<file path="src/rtl/bpf_pkg.sv">
package bpf_pkg;

   localparam int PLANE_W = 3;

   typedef enum logic [1:0] {
      SEL_HSTART = 2'd0,
      SEL_HSTOP  = 2'd1,
      SEL_VFIRST = 2'd2,
      SEL_VLAST  = 2'd3
   } reg_sel_e;

   typedef struct packed {
      logic               valid;
      logic [PLANE_W-1:0] plane;
   } slot_map_t;

   // Low-resolution order: eight slots per group, two of them left free.
   function automatic slot_map_t lores_map(input logic [2:0] pos);
      slot_map_t m;
      m.valid = 1'b1;
      case (pos)
         3'd1:    m.plane = 3'd3;
         3'd2:    m.plane = 3'd5;
         3'd3:    m.plane = 3'd1;
         3'd5:    m.plane = 3'd2;
         3'd6:    m.plane = 3'd4;
         3'd7:    m.plane = 3'd0;
         default: begin m.valid = 1'b0; m.plane = 3'd0; end
      endcase
      return m;
   endfunction

   // High-resolution order: four slots per group, all used.
   function automatic slot_map_t hires_map(input logic [1:0] pos);
      slot_map_t m;
      m.valid = 1'b1;
      case (pos)
         2'd0:    m.plane = 3'd3;
         2'd1:    m.plane = 3'd1;
         2'd2:    m.plane = 3'd2;
         default: m.plane = 3'd0;
      endcase
      return m;
   endfunction

endpackage

</file>
<file path="src/rtl/bpf_regs.sv">
module bpf_regs #(
   parameter int SLOT_W = 9,
   parameter int LINE_W = 9,
   parameter int DATA_W = 9
) (
   input  logic              clk,
   input  logic              rst_n,
   input  logic              wr_en,
   input  logic [1:0]        wr_sel,
   input  logic [DATA_W-1:0] wr_data,
   output logic [SLOT_W-1:0] hstart,
   output logic [SLOT_W-1:0] hstop,
   output logic [LINE_W-1:0] vfirst,
   output logic [LINE_W-1:0] vlast
);
   import bpf_pkg::*;

   if (DATA_W < SLOT_W || DATA_W < LINE_W) begin : g_bad_width
      $error("bpf_regs: DATA_W narrower than a register");
   end

   reg_sel_e sel;
   assign sel = reg_sel_e'(wr_sel);

   always_ff @(posedge clk or negedge rst_n) begin
      if (!rst_n) begin
         hstart <= '0;
         hstop  <= '0;
         vfirst <= '0;
         vlast  <= '0;
      end else if (wr_en) begin
         case (sel)
            SEL_HSTART: hstart <= wr_data[SLOT_W-1:0];
            SEL_HSTOP:  hstop  <= wr_data[SLOT_W-1:0];
            SEL_VFIRST: vfirst <= wr_data[LINE_W-1:0];
            default:    vlast  <= wr_data[LINE_W-1:0];
         endcase
      end
   end

endmodule

</file>
<file path="src/rtl/bpf_slot_map.sv">
module bpf_slot_map #(
   parameter int SLOT_W  = 9,
   parameter bit HIRES_EN = 1'b1
) (
   input  logic                        hires,
   input  logic [SLOT_W-1:0]           slot,
   output logic                        valid,
   output logic [bpf_pkg::PLANE_W-1:0] plane
);
   import bpf_pkg::*;

   if (SLOT_W < 3) begin : g_bad_slot
      $error("bpf_slot_map: SLOT_W must cover one low-resolution group");
   end

   slot_map_t lo_m, sel_m;
   assign lo_m = lores_map(slot[2:0]);

   if (HIRES_EN) begin : g_both
      slot_map_t hi_m;
      assign hi_m  = hires_map(slot[1:0]);
      assign sel_m = hires ? hi_m : lo_m;
   end else begin : g_lores_only
      logic unused_hires;
      assign unused_hires = hires;
      assign sel_m = lo_m;
   end

   assign valid = sel_m.valid;
   assign plane = sel_m.plane;

endmodule

</file>
<file path="src/rtl/bpf_window.sv">
module bpf_window #(
   parameter int SLOT_W = 9,
   parameter int LINE_W = 9
) (
   input  logic              clk,
   input  logic              rst_n,
   input  logic [SLOT_W-1:0] slot,
   input  logic [LINE_W-1:0] line,
   input  logic              eol,
   input  logic [SLOT_W-1:0] hstart,
   input  logic [SLOT_W-1:0] hstop,
   input  logic [LINE_W-1:0] vfirst,
   input  logic [LINE_W-1:0] vlast,
   input  logic              grp_done,
   output logic              h_open,
   output logic              v_open
);
   logic h_q, last_q, last_eff;

   assign h_open   = h_q    | (!eol && slot == hstart);
   assign last_eff = last_q | (!eol && slot == hstop);

   always_ff @(posedge clk or negedge rst_n) begin
      if (!rst_n) begin
         h_q    <= 1'b0;
         last_q <= 1'b0;
         v_open <= 1'b0;
      end else if (eol) begin
         h_q    <= 1'b0;
         last_q <= 1'b0;
         v_open <= (v_open | (line == vfirst)) & (line != vlast);
      end else begin
         h_q    <= h_open & !(grp_done & last_eff);
         last_q <= last_eff;
      end
   end


   eol_clear_chk: assert property (@(posedge clk) disable iff (!rst_n)
      eol |=> (!h_q && !last_q));


   vert_hold_chk: assert property (@(posedge clk) disable iff (!rst_n)
      !eol |=> $stable(v_open));


   stop_close_chk: assert property (@(posedge clk) disable iff (!rst_n)
      (!eol && grp_done && last_eff) |=> !h_q);

endmodule

</file>
<file path="src/rtl/bpl_fetch_seq.sv">
module bpl_fetch_seq #(
   parameter int SLOT_W   = 9,
   parameter int LINE_W   = 9,
   parameter bit HIRES_EN = 1'b1,
   localparam int DATA_W  = (SLOT_W > LINE_W) ? SLOT_W : LINE_W
) (
   input  logic                        clk,
   input  logic                        rst_n,
   input  logic [SLOT_W-1:0]           slot_i,
   input  logic [LINE_W-1:0]           line_i,
   input  logic                        eol_i,
   input  logic                        wr_en_i,
   input  logic [1:0]                  wr_sel_i,
   input  logic [DATA_W-1:0]           wr_data_i,
   input  logic                        dma_en_i,
   input  logic                        hires_i,
   input  logic [bpf_pkg::PLANE_W-1:0] plane_cnt_i,
   output logic                        fetch_o,
   output logic [bpf_pkg::PLANE_W-1:0] plane_o,
   output logic                        group_o,
   output logic                        modulo_o
);
   import bpf_pkg::*;

   if (LINE_W < 2) begin : g_bad_line
      $error("bpl_fetch_seq: LINE_W too small");
   end

   logic [SLOT_W-1:0]  hstart, hstop;
   logic [LINE_W-1:0]  vfirst, vlast;
   logic               map_valid, h_open, v_open;
   logic [PLANE_W-1:0] map_plane;
   logic               fetch_c, grp_c, fetched_q;

   bpf_regs #(.SLOT_W(SLOT_W), .LINE_W(LINE_W), .DATA_W(DATA_W)) u_regs (
      .clk(clk), .rst_n(rst_n), .wr_en(wr_en_i), .wr_sel(wr_sel_i),
      .wr_data(wr_data_i), .hstart(hstart), .hstop(hstop),
      .vfirst(vfirst), .vlast(vlast)
   );

   bpf_slot_map #(.SLOT_W(SLOT_W), .HIRES_EN(HIRES_EN)) u_map (
      .hires(hires_i), .slot(slot_i), .valid(map_valid), .plane(map_plane)
   );

   bpf_window #(.SLOT_W(SLOT_W), .LINE_W(LINE_W)) u_win (
      .clk(clk), .rst_n(rst_n), .slot(slot_i), .line(line_i), .eol(eol_i),
      .hstart(hstart), .hstop(hstop), .vfirst(vfirst), .vlast(vlast),
      .grp_done(grp_c), .h_open(h_open), .v_open(v_open)
   );

   assign fetch_c = !eol_i && dma_en_i && v_open && h_open && map_valid
                    && (map_plane < plane_cnt_i);
   assign grp_c   = fetch_c && (map_plane == '0);

   always_ff @(posedge clk or negedge rst_n) begin
      if (!rst_n) begin
         fetch_o   <= 1'b0;
         plane_o   <= '0;
         group_o   <= 1'b0;
         modulo_o  <= 1'b0;
         fetched_q <= 1'b0;
      end else begin
         fetch_o   <= fetch_c;
         plane_o   <= fetch_c ? map_plane : '0;
         group_o   <= grp_c;
         modulo_o  <= eol_i && fetched_q;
         fetched_q <= eol_i ? 1'b0 : (fetched_q | fetch_c);
      end
   end


   plane_cap_chk: assert property (@(posedge clk) disable iff (!rst_n)
      fetch_o |-> (plane_o < $past(plane_cnt_i)));


   group_zero_chk: assert property (@(posedge clk) disable iff (!rst_n)
      group_o |-> (fetch_o && plane_o == '0));


   dma_gate_chk: assert property (@(posedge clk) disable iff (!rst_n)
      fetch_o |-> ($past(dma_en_i) && !$past(eol_i)));


   modulo_eol_chk: assert property (@(posedge clk) disable iff (!rst_n)
      modulo_o |-> $past(eol_i));


   lores_skip_chk: assert property (@(posedge clk) disable iff (!rst_n)
      (fetch_o && !$past(hires_i)) |-> ($past(slot_i[1:0]) != 2'd0));

endmodule

</file>
<file path="config.mk">
export PLATFORM = sky130hd
export DESIGN_NAME = bpl_fetch_seq
export DESIGN_NICKNAME = d
export VERILOG_FILES = /design/src/rtl/bpf_pkg.sv /design/src/rtl/bpf_regs.sv /design/src/rtl/bpf_slot_map.sv /design/src/rtl/bpf_window.sv /design/src/rtl/bpl_fetch_seq.sv
export SDC_FILE = /design/constraint.sdc
export NUM_CORES = 1
export LEC_CHECK = 0
export ABC_AREA = 1
export BUFFER_PORTS_ARGS = -buffer_cell sky130_fd_sc_hd__buf_2
export CAP_MARGIN = 20
export CORE_MARGIN = 1.5
export CORE_UTILIZATION = 50
export DETAILED_ROUTE_END_ITERATION = 8
export PLACE_DENSITY_LB_ADDON = 0.05
export SLEW_MARGIN = 0
export SYNTH_ARGS = -nofsm -noshare
export SYNTH_HDL_FRONTEND = slang
export SYNTH_SLANG_ARGS = --single-unit
</file>
<file path="constraint.sdc">
create_clock -name clk -period 1.2 [get_ports clk]
set_input_delay 0.12 -clock clk [delete_from_list [all_inputs] [get_ports clk]]
set_output_delay 0.12 -clock clk [all_outputs]
set_load 0.05 [all_outputs]
</file>
==> results.rst <==
.. list-table::
   :header-rows: 1

   * - Metric
     - Value
   * - Global-route wire length before repair
     - 8910 um
   * - WS Path Type
     - reg2reg
   * - Initial antenna violation count
     - 0
   * - Post-route clock skew
     - 0.00615 ns
   * - Leading cell types in the layout, fill and taps excluded
     - 84 x sky130_fd_sc_hd__nand2_1, 46 x sky130_fd_sc_hd__dfrtp_1, 44 x sky130_fd_sc_hd__inv_1
   * - Cell count of the worst reg-to-reg path
     - 11
   * - Clock buffers created by TritonCTS
     - 5
   * - Root buffer cell
     - sky130_fd_sc_hd__clkbuf_8
   * - Number of nets in the layout
     - between 400 and 500
   * - HPWL after detailed placement
     - ~3800 um
   * - Setup Total Neg Slack
     - -0.330 ns
   * - Endpoint with the worst hold slack
     - fetched_q
   * - Unique masters post-synth
     - 24
   * - Final setup vio count
     - 5
   * - Cells after synthesis
     - 300
   * - Clock tree from TritonCTS
     - built
   * - Clock latency at the later pin of the worst-skew pair
     - ~0.3 ns
   * - Die W
     - approximately 71 um
   * - Critical path launch point type
     - flop
   * - Status
     - complete, but fails checks
   * - Hold Path Stages
     - 2
   * - Mean cell area of the mapped netlist
     - 7.71 um2
   * - Initial cell density of the core
     - between 50 and 60%
   * - Max Cap Violations
     - 0
   * - Prevailing post-synth register cell
     - sky130_fd_sc_hd__dfrtp_1
   * - Flop-to-flop setup slack
     - -0.12 ns
   * - Area growth from synthesis to layout
     - 26.1%
   * - Sequential fraction of design power
     - between 40% and 50%
   * - Cell area reported after detailed placement
     - between 0.002 and 0.003 mm2
   * - Clock-pin slew on the worst setup and hold paths
     - ~0.09 ns
   * - Number of nets produced by synthesis
     - 340
   * - Fraction of power consumed by combinational cells
     - between 20% and 30%
   * - Synth Warn #
     - 0
   * - WHS
     - slightly below 0.1 ns
   * - Final cell count without fillers
     - 420
   * - I/O pin cnt
     - 44
   * - Hold path startpoint
     - eol_i
   * - Routed Wire Length
     - 5190 um
   * - Worst setup startpoint
     - u_regs.hstart[1]
   * - Buffer levels on the longest clock path
     - 2
   * - Utilization of the core after routing
     - 66.1%
   * - Final Total Pwr
     - 3.79 mW
   * - Row Count
     - 24
   * - H-Tree Level Count
     - 2
   * - Fmax
     - 759 MHz
   * - Total grt overflow
     - 0
   * - Signal arrival time at the worst endpoint
     - between 1.5 and 2 ns
   * - Minimum setup slack in the final design
     - -0.118 ns
   * - Layout cell share with drive strength beyond 1
     - 26.6%
   * - Fraction of power spent switching nets
     - between 20% and 30%
   * - Final critical-path share of the clock period
     - 110%
   * - Final hold violation count
     - 0
   * - Number of nets with antenna violations after detailed routing
     - 0
   * - Vias per inst
     - ~4.9
   * - Die height
     - 71.0 um
   * - Reg-to-reg endpoint
     - fetched_q
   * - Area of all placed cells without fillers
     - 0.00292 mm2
   * - Power density over the cells
     - 1300 mW/mm2
   * - Pin count of the biggest net entering global routing
     - 47
   * - Total standard cell area after synthesis
     - between 0.002 and 0.0025 mm2
   * - Flops & latches, synth
     - 46
   * - RSZ-0062 raised after global routing
     - yes
   * - TritonRoute pass-1 iters
     - 4
   * - Area inside the core boundary
     - ~0.0044 mm2
   * - Required time of the critical path
     - between 1 and 1.5 ns
   * - Setup slack after placement
     - -0.350 ns
   * - Final critical-path required period
     - about 1.3 ns
   * - Clock Sink Count
     - 46
   * - Floorplan die area
     - approximately 0.0050 mm2
   * - Max Fanout on Critical Path
     - 4
   * - Worst voltage drop across the vdd grid
     - 0.815 mV
   * - Inst Count DP
     - 409
   * - Count of flip-flops with a built-in enable after synthesis
     - 0
   * - Net switching power
     - roughly 1.1 mW
   * - Total global routing track utilization
     - a little under a quarter
   * - Sequence of cells on the critical path
     - nand2_1 > nand2_1 > nor2_2 > nand2_1 > nor2_2 > nand2_1 > nand2_2 > nand2_2 > inv_2 > nor2_2 > nor2_2
   * - Most common library cell in the layout ignoring fill and taps
     - sky130_fd_sc_hd__nand2_1
   * - Internal power consumption
     - 2.71 mW
   * - DRC errors left
     - 0
   * - Max Slew Vio Count
     - 0
   * - Slew at the pin with the worst max-slew slack
     - roughly 0.27 ns
   * - Vias in the first global route
     - about 1900
   * - Post-synthesis async set-or-reset flop share
     - 100%
   * - Routed wirelength normalized by instance count
     - between 10 and 15 um
   * - Global placement routability congestion
     - around 0.9
   * - Min-Delay Path Class
     - in2reg
   * - Clock network fraction of total power
     - 29.6%
   * - Leakage
     - between 1.5 and 2 nW
   * - Violations in the final reports
     - setup timing
   * - Critical Path Sink Type
     - flop
   * - Part of the Yosys area used for sequential elements
     - 49.8%
   * - Number of design-rule violations left by the first detailed-router iteration
     - roughly 160
   * - Diode insertion count for antenna repair
     - 0
   * - Count of port buffers added during placement
     - between 40 and 50
   * - R2r startpoint
     - u_regs.hstart[1]
   * - CP max-delay cell
     - sky130_fd_sc_hd__dfrtp_1
   * - Delay of the slowest cell on the worst path
     - ~0.40 ns
   * - Max-slew headroom
     - 81.7%
   * - Total number of vias
     - about 2100
metal layers:
metal | vias to the layer above | global-route usage (%) | wire (um)
li1 | 1073 | - | -
met1 | 935 | 30.4 | 2510
met2 | 46 | 37.3 | 2400
met3 | 6 | 4.99 | 225
met4 | 0 | 7.13 | 59
met5 | - | 0 | 0
cell usage after synthesis, types with 3 or more instances:
| master | count | area (um2) |
|---|---|---|
| sky130_fd_sc_hd__nand2_1 | 85 | 319 |
| sky130_fd_sc_hd__dfrtp_1 | 46 | 1150 |
| sky130_fd_sc_hd__inv_1 | 45 | 169 |
| sky130_fd_sc_hd__o21ai_0 | 45 | 225 |
| sky130_fd_sc_hd__nor2_1 | 22 | 82.6 |
| sky130_fd_sc_hd__a21oi_1 | 8 | 40.0 |
| sky130_fd_sc_hd__nand3_1 | 7 | 35.0 |
| sky130_fd_sc_hd__xor2_1 | 7 | 61.3 |
| sky130_fd_sc_hd__o22ai_1 | 5 | 31.3 |
| sky130_fd_sc_hd__clkbuf_1 | 4 | 15.0 |
| sky130_fd_sc_hd__inv_2 | 4 | 15.0 |
| sky130_fd_sc_hd__nand2_2 | 3 | 18.8 |
| sky130_fd_sc_hd__nor2_2 | 3 | 18.8 |
| sky130_fd_sc_hd__nor3_1 | 3 | 15.0 |
power by group through the flow:
stage | clock (mW) | sequential [mW] | combinational, mW
finish | 1.12 | 1.89 | 0.780
global route | 1.22 | 1.92 | 0.897
CTS | 1.16 | 1.89 | 0.756
detailed placement | 0 | 1.92 | 0.739
global placement | 0 | 1.92 | 0.725
floorplan | 0 | 1.89 | 0.449
worst max-delay path: cells and delay by family, from the launching register on:
family,cells,cell delay [ns]
simple gates,10,0.78
flops,1,0.40
buf+inv,1,0.08
logic make-up (layout without fill, tap and decap cells):
kind of cell / Yosys count / count (layout) / synth area share, %
AO/OA/AOI/OAI: 61 / 61 / 13.9
XOR/XNOR: 9 / 9 / 3.41
adder cells (fa/ha/maj): 2 / 2 / 1.08
buffers and inverters: 53 / 121 / 8.60
flip-flops: 46 / 46 / 49.8
AND/OR/NAND/NOR: 129 / 129 / 23.3
area by class of cell:
type                            instances  area (um2)
Tap cell                               52        65.1
Clock inverter                          3        40.0
Multi-Input combinational cell        201        1000
Clock buffer                            5        68.8
Inverter                               49         200
Fill cell                             419        1500
Timing Repair Buffer                   64         388
Sequential cell                        46        1150
registers in the layout, summed over array words and instances (netlist names):
signal,count
plane_o,3
u_regs.vlast,9
u_win.v_open,1
group_o,1
modulo_o,1
u_win.h_q,1
fetched_q,1
fetch_o,1
u_regs.vfirst,9
u_win.last_q,1
u_regs.hstop,9
u_regs.hstart,9
repair_timing:
action                                 in CTS  in global routing
pin swaps                                   2                 10
buffers inserted                            1                  1
resized for setup                           0                 12
hold buffers                                1                  0
endpoints found under the hold margin      46                  0
setup endpoints to repair                   6                  9
how the worst max path moves through the flow:
stage / slack, ns / end / cells past startpoint
3_3_place_gp: -0.32 / fetched_q / 15
5_1_grt: -0.28 / fetched_q / 12
6_report: -0.12 / fetched_q / 11
4_1_cts: -0.11 / fetched_q / 11
3_5_place_dp: -0.35 / fetched_q / 15
2_1_floorplan: -0.05 / u_win.h_q / 13
Power figures use the tool's default switching activity.
